`config.mk`:
```
export PLATFORM = sky130hd
export DESIGN_NAME = dual_oneshot
export DESIGN_NICKNAME = d
export VERILOG_FILES = /design/src/rtl/oneshot_pkg.sv /design/src/rtl/os_sync.sv /design/src/rtl/os_qual.sv /design/src/rtl/os_timer.sv /design/src/rtl/os_channel.sv /design/src/rtl/dual_oneshot.sv
export SDC_FILE = /design/constraint.sdc
export NUM_CORES = 1
export LEC_CHECK = 0
export ABC_AREA = 1
export BUFFER_PORTS_ARGS = -buffer_cell sky130_fd_sc_hd__clkbuf_2
export CAP_MARGIN = 30
export CORE_UTILIZATION = 58
export DETAILED_ROUTE_END_ITERATION = 8
export PLACE_DENSITY = 0.79
export SYNTH_ARGS = -nofsm -noshare
export SYNTH_HDL_FRONTEND = slang
export SYNTH_HIERARCHICAL = 1
export SYNTH_SLANG_ARGS = --single-unit
```
`constraint.sdc`:
```
create_clock -name clk -period 3 [get_ports clk]
set_clock_uncertainty 0.1 [all_clocks]
set_input_delay 0.15 -clock clk [delete_from_list [all_inputs] [get_ports clk]]
set_output_delay 0.15 -clock clk [all_outputs]
set_load 0.02 [all_outputs]
```
`src/rtl/oneshot_pkg.sv`:
```
package oneshot_pkg;
  // Synchronized view of one channel's control inputs.
  //   fl : falling-edge trigger level
  //   rs : rising-edge trigger level
  //   cn : active-low clear level
  typedef struct packed {
    logic fl;
    logic rs;
    logic cn;
  } trig_t;

  // Level seen before real inputs arrive: both triggers at blocking levels, clear active.
  localparam trig_t TRIG_SAFE = '{fl: 1'b1, rs: 1'b0, cn: 1'b0};
endpackage

```
`src/rtl/os_sync.sv`:
```
module os_sync
  import oneshot_pkg::*;
#(
  parameter int STAGES = 2
) (
  input  logic  clk,
  input  logic  rst_n,
  input  trig_t d_i,
  output trig_t q_o
);
  trig_t stg_q [STAGES];
  trig_t stg_d [STAGES];

  for (genvar g = 0; g < STAGES; g++) begin : g_stage
    if (g == 0) begin : g_first
      always_comb stg_d[g] = d_i;
    end else begin : g_next
      always_comb stg_d[g] = stg_q[g-1];
    end

    always_ff @(posedge clk or negedge rst_n) begin
      if (!rst_n) stg_q[g] <= TRIG_SAFE;
      else        stg_q[g] <= stg_d[g];
    end
  end

  assign q_o = stg_q[STAGES-1];
endmodule

```
`src/rtl/os_qual.sv`:
```
module os_qual
  import oneshot_pkg::*;
#(
  parameter int STAGES = 2
) (
  input  logic  clk,
  input  logic  rst_n,
  input  trig_t s_i,
  input  logic  busy_i,
  output logic  fire_o,
  output logic  fire_clr_o,
  output logic  cond_o
);
  // Edges are trusted only once the synchronizer and previous-value stage hold real samples.
  localparam int WARM = STAGES + 1;

  trig_t           prev_q;
  logic [WARM-1:0] warm_q, warm_d;
  logic            cond_q, cond_d;
  logic            armed;
  logic            fl_fall, rs_rise, cn_rise;
  logic            go_fl, go_rs, go_cn;

  assign armed = warm_q[WARM-1];

  always_comb begin
    warm_d  = {warm_q[WARM-2:0], 1'b1};
    fl_fall = prev_q.fl & ~s_i.fl;
    rs_rise = ~prev_q.rs & s_i.rs;
    cn_rise = ~prev_q.cn & s_i.cn;
    go_fl   = fl_fall & s_i.rs & s_i.cn;
    go_rs   = rs_rise & ~s_i.fl & s_i.cn;
    go_cn   = cn_rise & ~s_i.fl & s_i.rs & cond_q;
    fire_o     = armed & ~busy_i & (go_fl | go_rs | go_cn);
    fire_clr_o = armed & ~busy_i & go_cn;
  end

  // Arming flag: set by a blocking level while clear is inactive, consumed by a clear-release fire.
  always_comb begin
    cond_d = cond_q;
    if (armed && s_i.cn && (s_i.fl || !s_i.rs)) cond_d = 1'b1;
    else if (fire_clr_o)                         cond_d = 1'b0;
  end

  always_ff @(posedge clk or negedge rst_n) begin
    if (!rst_n) begin
      prev_q <= TRIG_SAFE;
      warm_q <= '0;
      cond_q <= 1'b0;
    end else begin
      prev_q <= s_i;
      if (!armed) warm_q <= warm_d;
      cond_q <= cond_d;
    end
  end

  assign cond_o = cond_q;
endmodule

```
`src/rtl/os_timer.sv`:
```
module os_timer #(
  parameter int CW = 16
) (
  input  logic          clk,
  input  logic          rst_n,
  input  logic          fire_i,
  input  logic          clr_i,
  input  logic [CW-1:0] width_i,
  output logic          busy_o,
  output logic [CW-1:0] cnt_o
);
  logic          busy_q, busy_d;
  logic [CW-1:0] cnt_q, cnt_d, load;
  logic          cnt_en;

  // The counter holds the cycles left after the current one; width 0 still gives one cycle.
  assign load = (width_i == '0) ? '0 : width_i - CW'(1);

  always_comb begin
    busy_d = busy_q;
    cnt_d  = cnt_q;
    cnt_en = 1'b0;
    if (busy_q) begin
      if (!clr_i || cnt_q == '0) begin
        busy_d = 1'b0;
      end else begin
        cnt_d  = cnt_q - CW'(1);
        cnt_en = 1'b1;
      end
    end else if (fire_i) begin
      busy_d = 1'b1;
      cnt_d  = load;
      cnt_en = 1'b1;
    end
  end

  always_ff @(posedge clk or negedge rst_n) begin
    if (!rst_n) begin
      busy_q <= 1'b0;
      cnt_q  <= '0;
    end else begin
      busy_q <= busy_d;
      if (cnt_en) cnt_q <= cnt_d;
    end
  end

  assign busy_o = busy_q;
  assign cnt_o  = cnt_q;
endmodule

```
`src/rtl/os_channel.sv`:
```
module os_channel
  import oneshot_pkg::*;
#(
  parameter int CW     = 16,
  parameter int STAGES = 2
) (
  input  logic          clk,
  input  logic          rst_n,
  input  logic          fl_i,
  input  logic          rs_i,
  input  logic          cn_i,
  input  logic [CW-1:0] width_i,
  output logic          pulse_o,
  output logic          pulse_n_o,
  output logic          busy_o,
  output logic          fire_o,
  output logic          fire_clr_o,
  output logic          cond_o,
  output logic          clr_s_o,
  output logic [CW-1:0] cnt_o
);
  trig_t raw, syn;

  assign raw = '{fl: fl_i, rs: rs_i, cn: cn_i};

  os_sync #(.STAGES(STAGES)) u_sync (
    .clk(clk), .rst_n(rst_n), .d_i(raw), .q_o(syn)
  );

  os_qual #(.STAGES(STAGES)) u_qual (
    .clk(clk), .rst_n(rst_n), .s_i(syn), .busy_i(busy_o),
    .fire_o(fire_o), .fire_clr_o(fire_clr_o), .cond_o(cond_o)
  );

  os_timer #(.CW(CW)) u_timer (
    .clk(clk), .rst_n(rst_n), .fire_i(fire_o), .clr_i(syn.cn),
    .width_i(width_i), .busy_o(busy_o), .cnt_o(cnt_o)
  );

  // The synchronized clear masks the output in the same cycle it arrives.
  assign pulse_o   = busy_o & syn.cn;
  assign pulse_n_o = ~pulse_o;
  assign clr_s_o   = syn.cn;
endmodule

```
`src/rtl/dual_oneshot.sv`:
```
module dual_oneshot #(
  parameter int NCH         = 2,
  parameter int CW          = 16,
  parameter int SYNC_STAGES = 2
) (
  input  logic              clk,
  input  logic              rst_n,
  input  logic [NCH-1:0]    fall_trig_i,
  input  logic [NCH-1:0]    rise_trig_i,
  input  logic [NCH-1:0]    clr_n_i,
  input  logic [NCH*CW-1:0] width_i,
  output logic [NCH-1:0]    pulse_o,
  output logic [NCH-1:0]    pulse_n_o
);
  logic [NCH-1:0]    ch_busy, ch_fire, ch_fire_clr, ch_cond, ch_clr_s;
  logic [NCH*CW-1:0] ch_cnt;

  for (genvar i = 0; i < NCH; i++) begin : g_ch
    os_channel #(.CW(CW), .STAGES(SYNC_STAGES)) u_ch (
      .clk       (clk),
      .rst_n     (rst_n),
      .fl_i      (fall_trig_i[i]),
      .rs_i      (rise_trig_i[i]),
      .cn_i      (clr_n_i[i]),
      .width_i   (width_i[i*CW +: CW]),
      .pulse_o   (pulse_o[i]),
      .pulse_n_o (pulse_n_o[i]),
      .busy_o    (ch_busy[i]),
      .fire_o    (ch_fire[i]),
      .fire_clr_o(ch_fire_clr[i]),
      .cond_o    (ch_cond[i]),
      .clr_s_o   (ch_clr_s[i]),
      .cnt_o     (ch_cnt[i*CW +: CW])
    );
  end
endmodule

```
==> results.cfg <==
[worst_setup_path]
cp_top_family = simple AND/OR/NAND/NOR gates
crit_fanout = 29
cp-end-kind = flip-flop
cp.arrival_ns = 2.37
crit_buf_inv = 1
path_class = reg -> reg
required_ns = 3.14
max_stage_delay_ns = 0.64
cp.depth = 8
worstPathCellList = inv_1 > nand2_2 > nor3b_1 > nand2_1 > nand2_1 > o21ai_0 > nand2_1 > nand2_1
crit_path_start_kind = flip-flop
r2r_cells = 8
slowest_stage = nand2_1
cp_common_cell = nand2_1

[clocking]
clk_pin_slew_ns = 0.08
ctsResizeCount = 0
cts_buffer_depth = 2
ctsHoldBuffers = 8
tritoncts = built
clockRootBuffer = clkbuf_8
post_cts_buffers = 0
h-tree-depth = 3
clkLatencyLatePin_ns = 0.34
numClockSinks = 60
numCtsBuffers = 9

[drt]
drtIter0Drc = 212
ant_nets = 0
vias = 4112
wl_per_cell_um = 11.8
drc = 0
wl_um = 9510
first_pass_iters = 5
vias_per_cell = 5.09

[power_and_ir_drop]
cellInternalPower_w = 0.00172
irDropWorstVdd_mv = 0.466
p_leak_nw = 2.51
switchingPower_w = 0.00110
clockPowerShare = 0.271
p_per_area_nw_per_um2 = 592
switching_share = 0.391
power.share.sequential = 0.415
power_frac_comb = 0.314

[final_layout]
nets = 753
drive_gt1_frac = 0.150
layout_common_cells = 238 x nand2_1, 95 x nor2_1, 73 x inv_1, 64 x nand3_1, 54 x dfrtp_1
fillCellCount = 627
antennaDiodeCount = 0
syn2layout_area_growth_pct = 13.7
mostFrequentLayoutCell = nand2_1

[grt]
grt_first_pass_wirelength_um = 16500
grt_pass1_vias = 3962
grt_max_degree = 35
antenna_found_initial = 0
grt_overflow = 0
grt_usage = 0.279

[synth]
syn_area_sq_um = 4190
ys_warn_count = 6
syn_inst = 653
avgSynthCellArea_sq_um = 6.41
syn_nets = 699

[floorplanning]
design.core.area_sq_um = 6870
die_x_um = 87.0
row_count = 30
pin_count = 44
die_y_um = 87.0
start_util = 0.609
fp.dieArea_sq_um = 7560

[run]
cap_violations = 0

[sta]
setup_viol = 0
relSlewSlack = 0.420
hold_violations = 0
fin_crit_sh = 0.744
rsz0062_at_grt = no
fin_setup_tns_ns = 0
max_clock_freq_mhz = 448
period_needed_ns = 2.23
slew_viol_final = 0
hold_ws_ns = 0.125
tightest_slew_ns = 0.868

[worst_hold_path]
worstHoldPathType = in -> reg
worstHoldPathCells = 6

[status]
status = finished, final reports clean

[place]
dp_hpwl_um = 7100
globalplace.congestion = 0.889
io_buffers = 43
## final cells by class
cell class / count / area (sq um) / area share
clock buffers: 11 / 151 / 0.0318
inverters: 81 / 304 / 0.0639
clock inverters: 5 / 58.8 / 0.0124
flip-flops and latches: 60 / 1510 / 0.317
repair buffers: 54 / 318 / 0.0668
multi-input cells: 501 / 2300 / 0.483
well taps: 96 / 120 / 0.0252
## per-layer routing
metal / share of wire / GRT usage / vias up
met5: 0 / 0 / -
met3: 0.036 / 0.0607 / 18
met4: 0.025 / 0.105 / 0
met2: 0.50 / 0.496 / 88
li1: - / - / 2151
met1: 0.44 / 0.330 / 1855
## sequential cells by signal, indices dropped and copies added (netlist names)
signal,cells
g_ch.u_ch/u_timer/cnt_o,32
g_ch.u_ch/u_qual/prev_q,6
g_ch.u_ch/u_qual/warm_q,6
g_ch.u_ch/u_sync/q_o,6
g_ch.u_ch/u_sync/stg_d,6
g_ch.u_ch/u_qual/cond_o,2
g_ch.u_ch/u_timer/busy_o,2
## tightest hold or removal path, delay by kind of cell
kind | cells | cell delay, ns
xor gates and xnor gates | 1 | 0.08
buffers and inverters | 1 | 0.11
and+or+nand+nor | 4 | 0.21
## through the flow
step | instance area, sq um | total power (W) | instances | setup slack, ns | util
after detailed placement | 4470 | 0.00204 | 784 | 0.780 | 0.651
final | 4760 | 0.00282 | 808 | 0.769 | 0.693
after global routing | 4760 | 0.00303 | 808 | 0.396 | 0.693
after global placement | 4470 | 0.00200 | 784 | 0.855 | 0.651
after CTS | 4760 | 0.00282 | 808 | 0.763 | 0.693
after floorplan | 4190 | 0.00180 | 653 | 1.49 | -
## power groups by stage
| stage | Combinational [W] | Sequential, W | Clock, W |
|---|---|---|---|
| 2_1_floorplan | 0.000680 | 0.00112 | 0 |
| 3_3_place_gp | 0.000830 | 0.00117 | 0 |
| 3_5_place_dp | 0.000862 | 0.00118 | 0 |
| 4_1_cts | 0.000878 | 0.00117 | 0.000778 |
| 5_1_grt | 0.00102 | 0.00119 | 0.000813 |
| 6_report | 0.000885 | 0.00117 | 0.000764 |
## path summary, 6_finish.rpt
kind	start	endpoint	slack [ns]
setup / recovery	g_ch[1].u_ch/u_timer/busy_o	g_ch[1].u_ch/u_timer/cnt_o[7]	0.77
hold / removal	width_i[22]	g_ch[1].u_ch/u_timer/cnt_o[6]	0.13
setup reg to reg	g_ch[1].u_ch/u_timer/busy_o	g_ch[1].u_ch/u_timer/cnt_o[7]	0.77
hold reg to reg	g_ch[1].u_ch/u_sync/stg_d[1]	g_ch[1].u_ch/u_sync/q_o[1]	0.25
max in group asynchronous	rst_n	g_ch[0].u_ch/u_sync/stg_d[2]	1.67
min in group asynchronous	rst_n	g_ch[1].u_ch/u_timer/cnt_o[4]	0.33
Note: power is estimated with default switching activity, not from simulation.
